## src/rtl/cdf_pkg.sv

```systemverilog
package cdf_pkg;

    typedef enum logic [2:0] {
        OP_ADD   = 3'd0,
        OP_SUB   = 3'd1,
        OP_AND   = 3'd2,
        OP_OR    = 3'd3,
        OP_XOR   = 3'd4,
        OP_PASS  = 3'd5,
        OP_MERGE = 3'd6,
        OP_PASS2 = 3'd7
    } op_e;

    typedef enum logic [1:0] {
        ST_IDLE = 2'd0,
        ST_EXEC = 2'd1,
        ST_SEND = 2'd2
    } st_e;

    typedef struct packed {
        logic cond;
        logic err;
    } flag_t;

    // channel B takes part unless the node only routes A
    function automatic logic uses_b(op_e op);
        return !(op == OP_PASS || op == OP_PASS2);
    endfunction

    // condition carried by the token formed from the inputs
    function automatic logic tok_cond(op_e op, logic ac, logic bc);
        logic c;
        case (op)
            OP_MERGE:          c = ac | bc;
            OP_PASS, OP_PASS2: c = ac;
            default:           c = ac & bc;
        endcase
        return c;
    endfunction

endpackage

```

## src/rtl/cdf_alu.sv

```systemverilog
module cdf_alu
    import cdf_pkg::*;
#(
    parameter int DW = 32
) (
    input  op_e           op,
    input  logic [DW-1:0] a,
    input  logic [DW-1:0] b,
    output logic [DW-1:0] res
);

    always_comb begin
        case (op)
            OP_ADD:  res = a + b;
            OP_SUB:  res = a - b;
            OP_AND:  res = a & b;
            OP_OR:   res = a | b;
            OP_XOR:  res = a ^ b;
            default: res = a;
        endcase
    end

endmodule

```

## src/rtl/cdf_merge.sv

```systemverilog
module cdf_merge
    import cdf_pkg::*;
#(
    parameter int DW = 32
) (
    input  logic [DW-1:0] then_d,
    input  logic          then_c,
    input  logic [DW-1:0] else_d,
    input  logic          else_c,
    output logic [DW-1:0] out_d,
    output flag_t         out_f
);

    always_comb begin
        if (then_c)      out_d = then_d;
        else if (else_c) out_d = else_d;
        else             out_d = '0;
        out_f.cond = then_c | else_c;
        out_f.err  = then_c & else_c;
    end

endmodule

```

## src/rtl/cdf_ctrl.sv

```systemverilog
module cdf_ctrl
    import cdf_pkg::*;
(
    input  logic clk,
    input  logic rst,
    input  logic a_valid,
    input  logic b_valid,
    input  logic need_b,
    input  logic tok_true,
    input  logic y_ready,
    output logic fire,
    output logic in_exec,
    output logic y_valid
);

    st_e st, st_nx;

    assign fire    = (st == ST_IDLE) && a_valid && (b_valid || !need_b);
    assign in_exec = (st == ST_EXEC);
    assign y_valid = (st == ST_SEND);

    always_comb begin
        st_nx = st;
        case (st)
            ST_IDLE: if (fire) st_nx = tok_true ? ST_EXEC : ST_SEND;
            ST_EXEC: st_nx = ST_SEND;
            ST_SEND: if (y_ready) st_nx = ST_IDLE;
            default: st_nx = ST_IDLE;
        endcase
    end

    always_ff @(posedge clk) begin
        if (rst) st <= ST_IDLE;
        else     st <= st_nx;
    end


    false_fast_chk: assert property (@(posedge clk) disable iff (rst)
        fire && !tok_true |=> y_valid);


    true_slow_chk: assert property (@(posedge clk) disable iff (rst)
        fire && tok_true |=> !y_valid);


    exec_done_chk: assert property (@(posedge clk) disable iff (rst)
        in_exec |=> y_valid);


    hold_valid_chk: assert property (@(posedge clk) disable iff (rst)
        y_valid && !y_ready |=> y_valid);

endmodule

```

## src/rtl/cdf_node.sv

```systemverilog
module cdf_node
    import cdf_pkg::*;
#(
    parameter int DATA_W = 32
) (
    input  logic              clk,
    input  logic              rst,
    input  logic [2:0]        op_sel,
    input  logic              a_valid,
    output logic              a_ready,
    input  logic [DATA_W-1:0] a_data,
    input  logic              a_cond,
    input  logic              b_valid,
    output logic              b_ready,
    input  logic [DATA_W-1:0] b_data,
    input  logic              b_cond,
    output logic              y_valid,
    input  logic              y_ready,
    output logic [DATA_W-1:0] y_data,
    output logic              y_cond,
    output logic              y_merge_err
);

    op_e               op_in, op_q;
    logic              need_b, tok_true, fire, in_exec;
    logic [DATA_W-1:0] a_q, b_q, alu_res, mrg_d;
    logic              ac_q, bc_q;
    flag_t             mrg_f;
    logic [DATA_W-1:0] yd_q;
    flag_t             yf_q;

    assign op_in    = op_e'(op_sel);
    assign need_b   = uses_b(op_in);
    assign tok_true = tok_cond(op_in, a_cond, b_cond);

    cdf_ctrl u_ctrl (
        .clk      (clk),
        .rst      (rst),
        .a_valid  (a_valid),
        .b_valid  (b_valid),
        .need_b   (need_b),
        .tok_true (tok_true),
        .y_ready  (y_ready),
        .fire     (fire),
        .in_exec  (in_exec),
        .y_valid  (y_valid)
    );

    assign a_ready = fire;
    assign b_ready = fire && need_b;

    // operands captured at acceptance, op latched with them
    always_ff @(posedge clk) begin
        if (rst) begin
            op_q <= OP_ADD;
            a_q  <= '0;
            b_q  <= '0;
            ac_q <= 1'b0;
            bc_q <= 1'b0;
        end else if (fire) begin
            op_q <= op_in;
            a_q  <= a_data;
            b_q  <= b_data;
            ac_q <= a_cond;
            bc_q <= b_cond;
        end
    end

    cdf_alu #(.DW(DATA_W)) u_alu (
        .op  (op_q),
        .a   (a_q),
        .b   (b_q),
        .res (alu_res)
    );

    cdf_merge #(.DW(DATA_W)) u_merge (
        .then_d (a_q),
        .then_c (ac_q),
        .else_d (b_q),
        .else_c (bc_q),
        .out_d  (mrg_d),
        .out_f  (mrg_f)
    );

    // false tokens load the output directly; true ones one cycle later
    always_ff @(posedge clk) begin
        if (rst) begin
            yd_q <= '0;
            yf_q <= '0;
        end else if (fire && !tok_true) begin
            yd_q <= '0;
            yf_q <= '0;
        end else if (in_exec) begin
            if (op_q == OP_MERGE) begin
                yd_q <= mrg_d;
                yf_q <= mrg_f;
            end else begin
                yd_q      <= alu_res;
                yf_q.cond <= 1'b1;
                yf_q.err  <= 1'b0;
            end
        end
    end

    assign y_data      = yd_q;
    assign y_cond      = yf_q.cond;
    assign y_merge_err = yf_q.err;


    hold_data_chk: assert property (@(posedge clk) disable iff (rst)
        y_valid && !y_ready |=> $stable(y_data) && $stable(y_cond) && $stable(y_merge_err));


    false_zero_chk: assert property (@(posedge clk) disable iff (rst)
        y_valid && !y_cond |-> y_data == '0);


    err_true_chk: assert property (@(posedge clk) disable iff (rst)
        y_valid && y_merge_err |-> y_cond);


    pair_ready_chk: assert property (@(posedge clk) disable iff (rst)
        b_ready |-> a_ready && a_valid && b_valid);

endmodule

```

## config.mk

```make
export PLATFORM = sky130hd
export DESIGN_NAME = cdf_node
export DESIGN_NICKNAME = d
export VERILOG_FILES = /design/src/rtl/cdf_pkg.sv /design/src/rtl/cdf_alu.sv /design/src/rtl/cdf_merge.sv /design/src/rtl/cdf_ctrl.sv /design/src/rtl/cdf_node.sv
export SDC_FILE = /design/constraint.sdc
export NUM_CORES = 1
export LEC_CHECK = 0
export BUFFER_PORTS_ARGS = -buffer_cell sky130_fd_sc_hd__buf_2
export CAP_MARGIN = 20
export CORE_MARGIN = 2
export CORE_UTILIZATION = 65
export CTS_BUF_LIST = sky130_fd_sc_hd__clkbuf_4 sky130_fd_sc_hd__clkbuf_8 sky130_fd_sc_hd__clkbuf_16
export DETAILED_ROUTE_END_ITERATION = 12
export GPL_TIMING_DRIVEN = 0
export HOLD_SLACK_MARGIN = 0.12
export PLACE_DENSITY = 0.87
export SKIP_CTS_REPAIR_TIMING = 1
export SLEW_MARGIN = 20
export SYNTH_ARGS = -nofsm -noshare
export SYNTH_HDL_FRONTEND = slang
export SYNTH_HIERARCHICAL = 1
export SYNTH_SLANG_ARGS = --single-unit
export TNS_END_PERCENT = 30
```

## constraint.sdc

```tcl
create_clock -name clk -period 12.4 [get_ports clk]
set_input_delay 1.86 -clock clk [delete_from_list [all_inputs] [get_ports clk]]
set_output_delay 1.86 -clock clk [all_outputs]
set_load 0.1 [all_outputs]
```

==> impl_metrics.toml, run 1 <==
[setup_path]
worstRegToRegCells = 16
r2r_end = "y_data[30]$_SDFFE_PP0P_"
path_cells = "buf_2 -> nand2_1 -> nand2b_1 -> nand3b_1 -> nor2_1 -> buf_2 -> buf_2 -> and2_1 -> buf_2"
cp-start-kind = "input pin"
cp_data_required_time_ns = 10.54
worstSetupPathType = "in2out"
cpMostUsedCell = "buf_2"
slowest_delay_ns = 0.42
arrival_ns = 3.59
critPathMaxFanout = 10
crit_path_end_kind = "primary output"
slowest_stage = "buf_2"
rr_startpoint = "b_q[8]$_SDFFE_PP0P_"
ff2ff_setup_slack_ns = 7.03

[die]
die-area_sq_um = 16000
start_util_pct = 66.8
die_h_microns = 126
io_pins = 111
core_sq_um = 14600
die_x_microns = 126
rows = 44

[synth]
syn_area_per_cell_sq_um = 8.12
ys_types = 70
ys.warnings.count = 6
postSynthRegisterBits = 105
synthesis.area_sq_um = 9750
postSynthCellCount = 1200
synthArstFlopShare_pct = 0
synthFlopType = "dfxtp_1"
synth_nets = 1371
synth_area_leader_cell = "dfxtp_1"
synth-edff-count = 0
synth_top_cell_area_share_pct = 21.6
synth_area_leaders = "dfxtp_1 22%, ha_1 12%, a211oi_2 7.4%"
seq_area_frac_synth_pct = 21.6

[placed_design]
place_congestion = 0.977
hpwl_microns = 23300
numPortBuffers = 110
place_ws_ns = 6.97

[final_layout]
nets = 1492
final_common_cell = "nor2_1"
antennaDiodeCount = 0
drive_above_1_share_pct = 18.1
area_delta_synth_final_pct = 11.2
final_cell_mix = "178 x nor2_1, 128 x buf_2, 105 x dfxtp_1, 96 x ha_1, 77 x a21oi_1"

[power_and_ir_drop]
leakage_nw = 4.71
vdd_drop_max_v = 0.0000975
powerDensity_nw_per_um2 = 113

[clock_tree]
clkLatencyLatePin_ns = 0.36
clockBufferDepth = 2
cts.clk_slew.worst_paths_ns = 0.07
htreeDepth = 3
cts_tree = "done"
cts_made_buffers = 9
cts.sink_count = 105
cts-root-buf = "clkbuf_16"

[route]
drtIter0Drc = 1104
vias = 9777
antenna_left = 0
finalWirelength_microns = 31500
drtPass1Iterations = 6
drcViolationCount = 0
wl_per_cell_microns = 20.9
vias_per_cell = 6.47

[sta]
finalSetupViolCount = 0
relSlewSlack_pct = 29.8
setup-tns-final_ns = 0
rsz0062_at_grt = "no"
worst_slew_pin_slew_ns = 1.04
fin_worst_skew_ns = 0.00757
finalCriticalPeriod_ns = 5.45
report.final.slew_viol_count = 0
hold_violations = 0
max_freq_mhz = 183
post-route-period-util_pct = 44.0
layout_setup_ws_ns = 6.95

[global_route]
grt-ovfl-total = 0
grt_usage_pct = 38.5
first_global_vias = 9268
antenna_found_initial = 0
grt_pass1_wl_microns = 49100
grt_max_degree = 19

[min_path]
min_to = "y_data[0]$_SDFFE_PP0P_"
min_path_type = "reg2reg"
min_path_cells = 2
hold_path_startpoint = "y_data[0]$_SDFFE_PP0P_"

[status]
status = "finished, final reports clean"

[flow_run]
cap_violations = 0
worst max-delay path by stage:
stage / start / endpoint / slack, ns / cells after the start
after global placement: op_sel[0] / b_ready / 6.98 / 9
after CTS: op_sel[0] / b_ready / 6.96 / 9
final: op_sel[0] / b_ready / 6.95 / 9
after floorplan: op_sel[0] / b_ready / 5.77 / 7
after detailed placement: op_sel[0] / b_ready / 6.97 / 9
after global routing: op_sel[0] / b_ready / 6.75 / 9
worst max-delay path, delay by kind of cell:
kind / cells / cell delay (ns)
buf+inv: 4 / 1.14
simple gates: 5 / 0.59
cell families after synthesis:
kind of cell             count (synthesis)  synth area share (%)
AO/OA/AOI/OAI                          359                  28.0
XOR/XNOR                                58                  5.21
adder cells (fa/ha/maj)                 97                  12.5
buffers and inverters                  162                  7.89
flip-flops                             105                  21.6
multiplexers                            70                  7.19
AND/OR/NAND/NOR                        349                  17.6
area by class of cell:
class                           count  area (sq um)
Clock buffer                       10           239
Buffer                             88           492
Fill cell                        1157          3750
Inverter                           74           278
Multi-Input combinational cell    933          6880
Tap cell                          184           230
Clock inverter                      6          73.8
Timing Repair Buffer              110           551
Sequential cell                   105          2100
through the flow:
| stage | hold slack, ns | cells | area [sq um] | util [%] | total power, mW |
|---|---|---|---|---|---|
| 2_1_floorplan | 0.452 | 1200 | 9750 | - | 0.789 |
| 3_3_place_gp | 0.474 | 1494 | 10500 | 72.2 | 0.904 |
| 3_5_place_dp | 0.473 | 1494 | 10500 | 72.2 | 0.911 |
| 4_1_cts | 0.488 | 1510 | 10800 | 74.3 | 1.22 |
| 5_1_grt | 0.514 | 1510 | 10800 | 74.3 | 1.28 |
| 6_report | 0.500 | 1510 | 10800 | 74.3 | 1.23 |
state kept, by name (all words and copies together) (netlist names), 2 cells and up:
register,flops
a_q,32
b_q,32
y_data,32
op_q,3
u_ctrl/st,2
synthesized netlist by cell type, types with 3 or more instances:
cell type / n
a22o_1: 37
a21oi_1: 77
buf_2: 18
buf_1: 5
inv_1: 74
a22oi_1: 7
dfxtp_1: 105
and4b_1: 29
o21bai_1: 4
o31ai_1: 8
o31a_1: 3
nand3_1: 8
nor4_1: 3
and4b_2: 3
or3_1: 3
mux2i_1: 70
and2_1: 4
nor2_1: 178
a31oi_1: 4
o22ai_1: 27
nand2b_1: 9
o21ai_1: 6
o211ai_1: 5
o21ai_0: 44
ha_1: 96
nand2_1: 73
xor2_1: 8
clkbuf_4: 3
xnor2_1: 50
a21o_1: 14
clkbuf_1: 45
a211oi_1: 9
nor3_1: 8
buf_6: 17
or4_1: 3
o21a_1: 34
a211oi_2: 58
nand4_1: 6
nor2b_1: 4
metal layers:
metal,vias to the layer above,wire [microns],GRT usage (%)
li1,4542,-,-
met1,4603,13100,49.6
met2,538,14500,64.5
met3,94,2730,6.41
met4,0,1160,14.5
met5,-,0,0
power breakdown:
part | internal, mW | switching [mW]
Combinational | 0.197 | 0.334
Sequential | 0.357 | 0.0330
Clock | 0.165 | 0.140
No activity file was read; power rests on OpenSTA's default activity.
==> inputs of run 2 (changes only) <==
- ABC_AREA: unset -> 1
- CORE_UTILIZATION: 65 -> 61
- PLACE_DENSITY: 0.87 -> 0.82
- clock period: 12.4 -> 5.25 ns (I/O delays scaled with it)
==> impl_metrics.toml, run 2 <==
[route]
vias = 11400
wl_per_cell_microns = 16.6
wl_met2_microns = 14800
drcViolationCount = 0
dr.max_layer_used = "met4"
antenna_left = 0
drtIter0Drc = 1252
finalWirelength_microns = 34100
drtPass1Iterations = 7
wl_met1_microns = 14900
met3_length_microns = 3300
vias_per_cell = 5.56

[die]
die_h_microns = 135
start_util_pct = 62.6
rows = 47
io_pins = 111
die_x_microns = 135
die-area_sq_um = 18200
core_sq_um = 16700

[sta]
finalSetupViolCount = 0
post-route-period-util_pct = 77.0
max_freq_mhz = 248
worst_slew_pin_slew_ns = 0.611
fin_worst_skew_ns = 0.00588
finalCriticalPeriod_ns = 4.04
setup-tns-final_ns = 0
report.final.slew_viol_count = 0
hold_violations = 0
rsz0062_at_grt = "no"
relSlewSlack_pct = 59.2

[power_and_ir_drop]
leakage_nw = 6.18
vdd_drop_max_v = 0.000237
power_frac_comb_pct = 47.7
p_sw_mw = 1.42
p_int_mw = 1.69
switching_share_pct = 45.7
powerDensity_nw_per_um2 = 268
clock_power_share_pct = 21.3
pwr-share-seq_pct = 31.0
power_mw = 3.11

[synth]
ys_types = 48
postSynthCellCount = 1708
synthMostInstantiatedCell = "nand2_1"
synth_area_leader_cell = "dfxtp_1"
synth_nets = 1879
syn_area_per_cell_sq_um = 6.12
synthFlopType = "dfxtp_1"
synthArstFlopShare_pct = 0
synthesis.area_sq_um = 10500
ys.warnings.count = 6
synth_common_cells = "433 x nand2_1, 290 x nor2_1, 223 x inv_1"
postSynthRegisterBits = 105
synth_area_leaders = "dfxtp_1 20%, nand2_1 16%, ha_1 11%"
seq_area_frac_synth_pct = 20.1
synth-edff-count = 0
synth_top_cell_area_share_pct = 20.1

[global_route]
grt_usage_pct = 37.1
grt-ovfl-total = 0
grt_pass1_wl_microns = 52900
first_global_vias = 10300
grt_max_degree = 19
antenna_found_initial = 0

[clock_tree]
clkLatencyLatePin_ns = 0.35
cts.sink_count = 105
cts_tree = "done"
cts.clk_slew.worst_paths_ns = 0.07
htreeDepth = 3
cts_made_buffers = 9
cts-root-buf = "clkbuf_16"
clockBufferDepth = 2

[placed_design]
hpwl_microns = 27700
numPortBuffers = 110
place_congestion = 0.951

[setup_path]
slowest_delay_ns = 0.40
crit_family = "simple AND/OR/NAND/NOR gates"
arrival_ns = 4.33
path_cells = "inv_1 -> ha_1 -> nand3_2 -> nor2_2 -> nand2_2 -> nor2_2 -> nand3_1 -> nor2_2 -> a21oi_1 -> xor2_1 -> ha_1 -> nand2_1 -> nor2_1 -> nand2_1 -> nor3_1 -> nand2_1 -> nand3_1 -> nand3_2 -> a21oi_1 -> nand2_1 -> nand2_1 -> a21oi_1 -> nor2_1"
cp_data_required_time_ns = 5.54
cp-start-kind = "register"
critPathBufInv = 1
crit_path_end_kind = "register"
cpMostUsedCell = "nand2_1"
worstSetupPathType = "reg2reg"
slowest_stage = "dfxtp_1"
critPathMaxFanout = 5

[final_layout]
nets = 2000
final_common_cell = "nand2_1"
final_cell_mix = "433 x nand2_1, 290 x nor2_1, 223 x inv_1, 138 x buf_2, 108 x o21ai_0"
area_delta_synth_final_pct = 10.7
drive_above_1_share_pct = 15.1
antennaDiodeCount = 0

[flow_run]
cap_violations = 0

[min_path]
min_path_type = "reg2reg"

[status]
status = "finished, final reports clean"
==> run 2: cell types whose count changed in the layout (fill, tap and decap cells not counted), sizes merged, moves of 37 or more <==
cell and change:
a22o -37, nand4 +40, o21ai +80, a211oi -62, mux2i -70, inv +162, xnor2 -50, nand3 +82
nand2 +374, nor2 +123
==> run 2: worst paths after layout <==
path                                          startpoint                       end  slack, ns  cells past startpoint
worst max-delay path                 b_q[0]$_SDFFE_PP0P_   y_data[26]$_SDFFE_PP0P_       1.21                     23
worst min-delay path            y_merge_err$_SDFFE_PP0P_  y_merge_err$_SDFFE_PP0P_       0.54                      2
worst max register to register       b_q[0]$_SDFFE_PP0P_   y_data[26]$_SDFFE_PP0P_       1.21                     23
worst min register to register  y_merge_err$_SDFFE_PP0P_  y_merge_err$_SDFFE_PP0P_       0.54                      2
==> run 2: tightest hold or removal path: stages, from the launching register on <==
cell     delay [ns]
dfxtp_1        0.35
o21ai_1        0.08
nor2_1         0.08
==> run 2: final cells by class <==
| cell class | count | area [sq um] |
|---|---|---|
| repair buffers | 110 | 551 |
| clock buffers | 10 | 239 |
| flip-flops and latches | 105 | 2100 |
| well taps | 220 | 275 |
| plain buffers | 75 | 549 |
| inverters | 235 | 890 |
| multi-input cells | 1293 | 6920 |
| fillers | 1568 | 5130 |
| clock inverters | 6 | 50.0 |
==> run 2: metal layers <==
metal  global-route usage [%]  vias to the layer above
li1                         -                     5666
met1                     52.0                     5122
met2                     58.8                      569
met3                     4.73                       72
met4                     13.3                        0
met5                        0                        -
==> run 2: logic make-up after synthesis <==
kind of cell	after synthesis	synth area share (%)
compound gates	248	13.1
xor+xnor	29	2.43
fa+ha+maj	97	11.7
buf+inv	310	13.8
flops	105	20.1
simple gates	919	38.9
==> run 2: power groups by stage <==
stage	clock [mW]	sequential [mW]	combinational (mW)
after floorplan	0	0.976	1.01
after global placement	0	0.972	1.41
after detailed placement	0	0.973	1.43
after CTS	0.661	0.955	1.44
after global routing	0.691	0.968	1.64
final	0.661	0.962	1.48
==> run 2: through the flow <==
stage | utilization [%] | setup slack [ns] | hold WS, ns | std cells | cell area (sq um)
global placement | 67.6 | 1.46 | 0.496 | 2038 | 11300
floorplan | - | 0.801 | 0.511 | 1708 | 10500
detailed placement | 67.6 | 1.48 | 0.515 | 2038 | 11300
finish | 69.3 | 1.21 | 0.541 | 2054 | 11600
CTS | 69.3 | 1.43 | 0.537 | 2054 | 11600
global route | 69.3 | 0.977 | 0.581 | 2054 | 11600
